==> config.mk <==
export PLATFORM = sky130hd
export DESIGN_NAME = rpt_pulse_timer
export DESIGN_NICKNAME = d
export VERILOG_FILES = /design/src/rtl/rpt_pkg.sv /design/src/rtl/rpt_trig_edge.sv /design/src/rtl/rpt_seq.sv /design/src/rtl/rpt_pulse_timer.sv
export SDC_FILE = /design/constraint.sdc
export NUM_CORES = 1
export LEC_CHECK = 0
export CELL_PAD_IN_SITES_DETAIL_PLACEMENT = 1
export CELL_PAD_IN_SITES_GLOBAL_PLACEMENT = 2
export CORE_MARGIN = 10
export CORE_UTILIZATION = 33
export CTS_BUF_LIST = sky130_fd_sc_hd__clkbuf_8
export CTS_CLUSTER_DIAMETER = 150
export DETAILED_ROUTE_END_ITERATION = 8
export PLACE_DENSITY_LB_ADDON = 0.2
export SLEW_MARGIN = 20
export SYNTH_ARGS = -nofsm -noshare
export SYNTH_HDL_FRONTEND = slang
export SYNTH_HIERARCHICAL = 1
export SYNTH_SLANG_ARGS = --single-unit
==> constraint.sdc <==
create_clock -name clk -period 4.25 [get_ports clk]
set_clock_uncertainty 0.15 [all_clocks]
set_input_delay 0.6375 -clock clk [delete_from_list [all_inputs] [get_ports clk]]
set_output_delay 0.6375 -clock clk [all_outputs]
set_load 0.05 [all_outputs]
==> src/rtl/rpt_pkg.sv <==
package rpt_pkg;
    typedef enum logic [1:0] {
        ST_IDLE    = 2'd0,
        ST_ONESHOT = 2'd1,
        ST_RETRIG  = 2'd2
    } rpt_state_e;

    localparam logic [1:0] MODE_SINGLE = 2'b00;
    localparam logic [1:0] MODE_REPEAT = 2'b01;
endpackage

==> src/rtl/rpt_trig_edge.sv <==
module rpt_trig_edge #(
    parameter int SYNC_STAGES = 2
) (
    input  logic clk,
    input  logic rst_n,
    input  logic trig_in,
    input  logic fall_sel,
    output logic edge_o
);
    logic [SYNC_STAGES-1:0] sync_q;
    logic                   prev_q;
    logic                   synced;

    assign synced = sync_q[SYNC_STAGES-1];

    always_ff @(posedge clk or negedge rst_n) begin
        if (!rst_n) begin
            sync_q <= '0;
            prev_q <= 1'b0;
        end else begin
            sync_q[0] <= trig_in;
            for (int k = 1; k < SYNC_STAGES; k++) begin
                sync_q[k] <= sync_q[k-1];
            end
            prev_q <= synced;
        end
    end

    always_comb begin
        if (fall_sel) edge_o = ~synced & prev_q;
        else          edge_o = synced & ~prev_q;
    end
endmodule

==> src/rtl/rpt_seq.sv <==
module rpt_seq
    import rpt_pkg::*;
#(
    parameter int CNT_W = 8
) (
    input  logic             clk,
    input  logic             rst_n,
    input  logic             en,
    input  logic             trig_edge,
    input  logic [1:0]       mode,
    input  logic [CNT_W-1:0] reload,
    input  logic [CNT_W-1:0] compare,
    output logic             pulse_o,
    output logic [CNT_W-1:0] count_o,
    output rpt_state_e       state_o
);
    rpt_state_e       state_q, state_d;
    logic [CNT_W-1:0] cnt_q, cnt_d;
    logic [CNT_W:0]   cnt_inc;
    logic             last_cnt;
    logic             reload_nz;

    assign cnt_inc   = {1'b0, cnt_q} + 1'b1;
    assign last_cnt  = cnt_inc >= {1'b0, reload};
    assign reload_nz = |reload;

    always_ff @(posedge clk or negedge rst_n) begin
        if (!rst_n) begin
            state_q <= ST_IDLE;
            cnt_q   <= '0;
        end else begin
            state_q <= state_d;
            cnt_q   <= cnt_d;
        end
    end

    always_comb begin
        state_d = state_q;
        cnt_d   = cnt_q;
        unique case (state_q)
            ST_IDLE: begin
                cnt_d = '0;
                if (en && trig_edge && reload_nz) begin
                    state_d = mode[1] ? ST_RETRIG : ST_ONESHOT;
                end
            end
            ST_ONESHOT: begin
                if (!en) begin
                    state_d = ST_IDLE;
                    cnt_d   = '0;
                end else if (last_cnt) begin
                    cnt_d = '0;
                    if (mode != MODE_REPEAT) state_d = ST_IDLE;
                end else begin
                    cnt_d = cnt_inc[CNT_W-1:0];
                end
            end
            ST_RETRIG: begin
                if (!en) begin
                    state_d = ST_IDLE;
                    cnt_d   = '0;
                end else if (trig_edge && reload_nz) begin
                    cnt_d = '0;
                end else if (last_cnt) begin
                    state_d = ST_IDLE;
                    cnt_d   = '0;
                end else begin
                    cnt_d = cnt_inc[CNT_W-1:0];
                end
            end
            default: begin
                state_d = ST_IDLE;
                cnt_d   = '0;
            end
        endcase
    end

    always_comb begin
        pulse_o = 1'b0;
        unique case (state_q)
            ST_IDLE:    pulse_o = 1'b0;
            ST_ONESHOT: pulse_o = (cnt_q >= compare) && (cnt_q < reload);
            ST_RETRIG:  pulse_o = cnt_q < reload;
            default:    pulse_o = 1'b0;
        endcase
    end

    assign count_o = cnt_q;
    assign state_o = state_q;
endmodule

==> src/rtl/rpt_pulse_timer.sv <==
module rpt_pulse_timer
    import rpt_pkg::*;
#(
    parameter int CNT_W       = 8,
    parameter int SYNC_STAGES = 2
) (
    input  logic             clk,
    input  logic             rst_n,
    input  logic             en,
    input  logic             trig_in,
    input  logic             trig_fall,
    input  logic [1:0]       mode,
    input  logic [CNT_W-1:0] reload,
    input  logic [CNT_W-1:0] compare,
    output logic             pulse_out,
    output logic [CNT_W-1:0] count_out
);
    logic       trig_edge;
    rpt_state_e seq_state;

    rpt_trig_edge #(.SYNC_STAGES(SYNC_STAGES)) u_edge (
        .clk      (clk),
        .rst_n    (rst_n),
        .trig_in  (trig_in),
        .fall_sel (trig_fall),
        .edge_o   (trig_edge)
    );

    rpt_seq #(.CNT_W(CNT_W)) u_seq (
        .clk       (clk),
        .rst_n     (rst_n),
        .en        (en),
        .trig_edge (trig_edge),
        .mode      (mode),
        .reload    (reload),
        .compare   (compare),
        .pulse_o   (pulse_out),
        .count_o   (count_out),
        .state_o   (seq_state)
    );
endmodule

==> impl_metrics.ini <==
[clocking]
cts_resized = 0
cts_hold_buf = 0
cts_root_buf = clkbuf_8
post_cts_buffers = 0
clkLatencyLatePin_ns = 0.24
htree_num_levels = 1
cts_sinks = 13
cts_tree = yes
cts_buffers = 3
clk_path_buf_depth = 2
clk_pin_slew_worst_paths_ns = 0.05

[placement]
hpwl_um = 2985
dp_slack_ns = 0.7669
port_buffers = 31
gp_congestion = 0.7558

[yosys]
synth-edff-count = 0
ys_types = 35
yosysSeqAreaShare_pct = 25.82
synth-seq-cells = 13
yosys.area.top_type_share_pct = 27.81
synthCells = 131
syn_nets = 182
synth_top_cells_by_area = ha_1 28%, dfrtp_1 26%, inv_1 5.7%
yosys.area.top_type = ha_1
yosys_warnings = 6
ys.flop_type = dfrtp_1
synth_area_um2 = 1260
async_flop_share_pct = 100.0
yosysMostFrequentCell = ha_1
netlist_top_cells_count = 28 x ha_1, 19 x inv_1, 13 x dfrtp_1
synth.avg_cell_area_um2 = 9.618

[die]
io_pins = 32
die-area_um2 = 6690
chipHeight_um = 81.79
coreArea_um2 = 3689
num_rows = 22
initial_utilization_pct = 34.16
die_w_um = 81.79

[pwr]
fin_total_pwr_uw = 458.1
vdd_drop_max_v = 0.0002021
powerDensity_nw_per_um2 = 273.7
leakage_uw = 0.0008000

[critical_path]
reg2reg_depth = 10
crit_chain = clkdlybuf4s50_1, inv_1, ha_1, nor2b_1, o21a_1, o21ai_0, a21oi_1, a2111oi_1, buf_4
cpMaxStageDelayCell = clkdlybuf4s50_1
cp.arrival_ns = 2.73
critPathMaxFanout = 2
cp_data_required_time_ns = 3.46
crit_type = in -> out
critPathMaxStageDelay_ns = 0.49
endpoint_kind = output pin
startpoint_type = primary input

[layout]
fillers = 439
finalNetCount = 218
area_delta_synth_final_pct = 32.87
drive_gt1_share_pct = 7.831
diodes = 0

[sta]
setup_viol = 0
slew_viol_final = 0
maxClockFrequency_mhz = 284.1
setup_tns_ns = 0
timing.hold.ws_ns = 0.2007
slew_headroom_pct = 55.32
period_needed_ns = 3.520
grt_setup_unrepaired = no
tightest_slew_ns = 0.6640
setup_ws_ns = 0.7298
post-route-period-util_pct = 82.83
final_hold_viol_count = 0

[flow_run]
cap_violations = 0

[worst_hold_path]
whs_path_depth = 0
hold_class = reg -> reg

[global_route]
antenna_found_initial = 0
grt_first_pass_wirelength_um = 5554
grt_pass1_vias = 1145
overflow = 0
grt_max_degree = 14
grt_use_total_pct = 10.37

[outcome]
outcome = complete, no violations

[route]
dr.pass1.iters = 4
final_antenna_net_count = 0
drt_wl_total_um = 3377
drt_iter0_drc = 41
avgViaCountPerCell = 5.028
drc = 0
wl_per_cell_um = 15.78
vias = 1076
per-stage QoR:
| stage | util (%) | instances | area, um^2 |
|---|---|---|---|
| after floorplan | - | 131 | 1261 |
| after global placement | 44.17 | 210 | 1629 |
| after detailed placement | 44.17 | 210 | 1629 |
| after CTS | 45.39 | 214 | 1674 |
| after global routing | 45.39 | 214 | 1674 |
| final | 45.39 | 214 | 1674 |
sequential cells by signal, indices dropped and copies added, names as in the netlist:
name and flops:
u_edge/sync_q 2, u_seq/count_o 8, u_seq/state_o 2, u_edge/prev_q 1
final timing paths:
kind / slack [ns] / endpoint / from
hold reg to reg: 0.20 / u_edge/sync_q[1]$_DFF_PN0_ / u_edge/sync_q[0]$_DFF_PN0_
setup / recovery: 0.73 / pulse_out / reload[1]
setup reg to reg: 1.46 / u_seq/count_o[5]$_DFF_PN0_ / u_seq/count_o[2]$_DFF_PN0_
max in group asynchronous: 2.96 / u_edge/prev_q$_DFF_PN0_ / rst_n
hold / removal: 0.20 / u_edge/sync_q[1]$_DFF_PN0_ / u_edge/sync_q[0]$_DFF_PN0_
min in group asynchronous: 0.62 / u_seq/state_o[1]$_DFFE_PN0P_ / rst_n
report_power, final:
part	total, uW	switching (uW)	internal, uW
registers	147	10.5	136
logic	207	112	95.2
clock network	104	40.5	63.5
worst max-delay path, delay by kind of cell:
family	cells	cell delay, ns
compound gates	4	0.86
buf+inv	3	0.83
fa+ha+maj	1	0.28
simple gates	1	0.13
logic make-up after synthesis:
| logic type | share of synthesized area [%] |
|---|---|
| xor+xnor | 4.171 |
| flops | 25.82 |
| simple gates | 17.18 |
| compound gates | 16.98 |
| buf+inv | 5.661 |
| mux | 2.383 |
| fa+ha+maj | 27.81 |
layout by cell type (no fill, tap or decap), types with 2 or more instances in the layout:
master           count
nand3_1              6
nor2_1               4
mux2i_1              3
and3_4               2
clkdlybuf4s50_1     30
clkbuf_8             3
o21ai_0              2
dfrtp_1             13
nand2b_1             3
inv_1               20
nor2b_1              7
nor4_1               2
a211oi_1             2
nand2_1              6
ha_1                28
xnor2_1              4
o21a_1               2
xor2_1               2
o211ai_1             2
a21oi_1              7
final cells by class:
class                   instances  area [um^2]  area share (%)
clock buffers                   3        41.29           2.466
clock inverters                 1        3.754          0.2242
well taps                      48        60.06           3.587
flip-flops and latches         13        325.3           19.43
multi-input cells              99        864.6           51.64
repair buffers                 31        307.8           18.39
inverters                      19        71.32           4.260
per-layer routing:
metal | global-route usage (%) | share of wire [%] | vias up
li1 | - | - | 536
met1 | 11.74 | 44 | 520
met2 | 19.12 | 52 | 18
met3 | 2.948 | 3.9 | 2
met4 | 1.531 | 0.24 | 0
met5 | 0 | 0 | -
No activity file was read; power rests on OpenSTA's default activity.
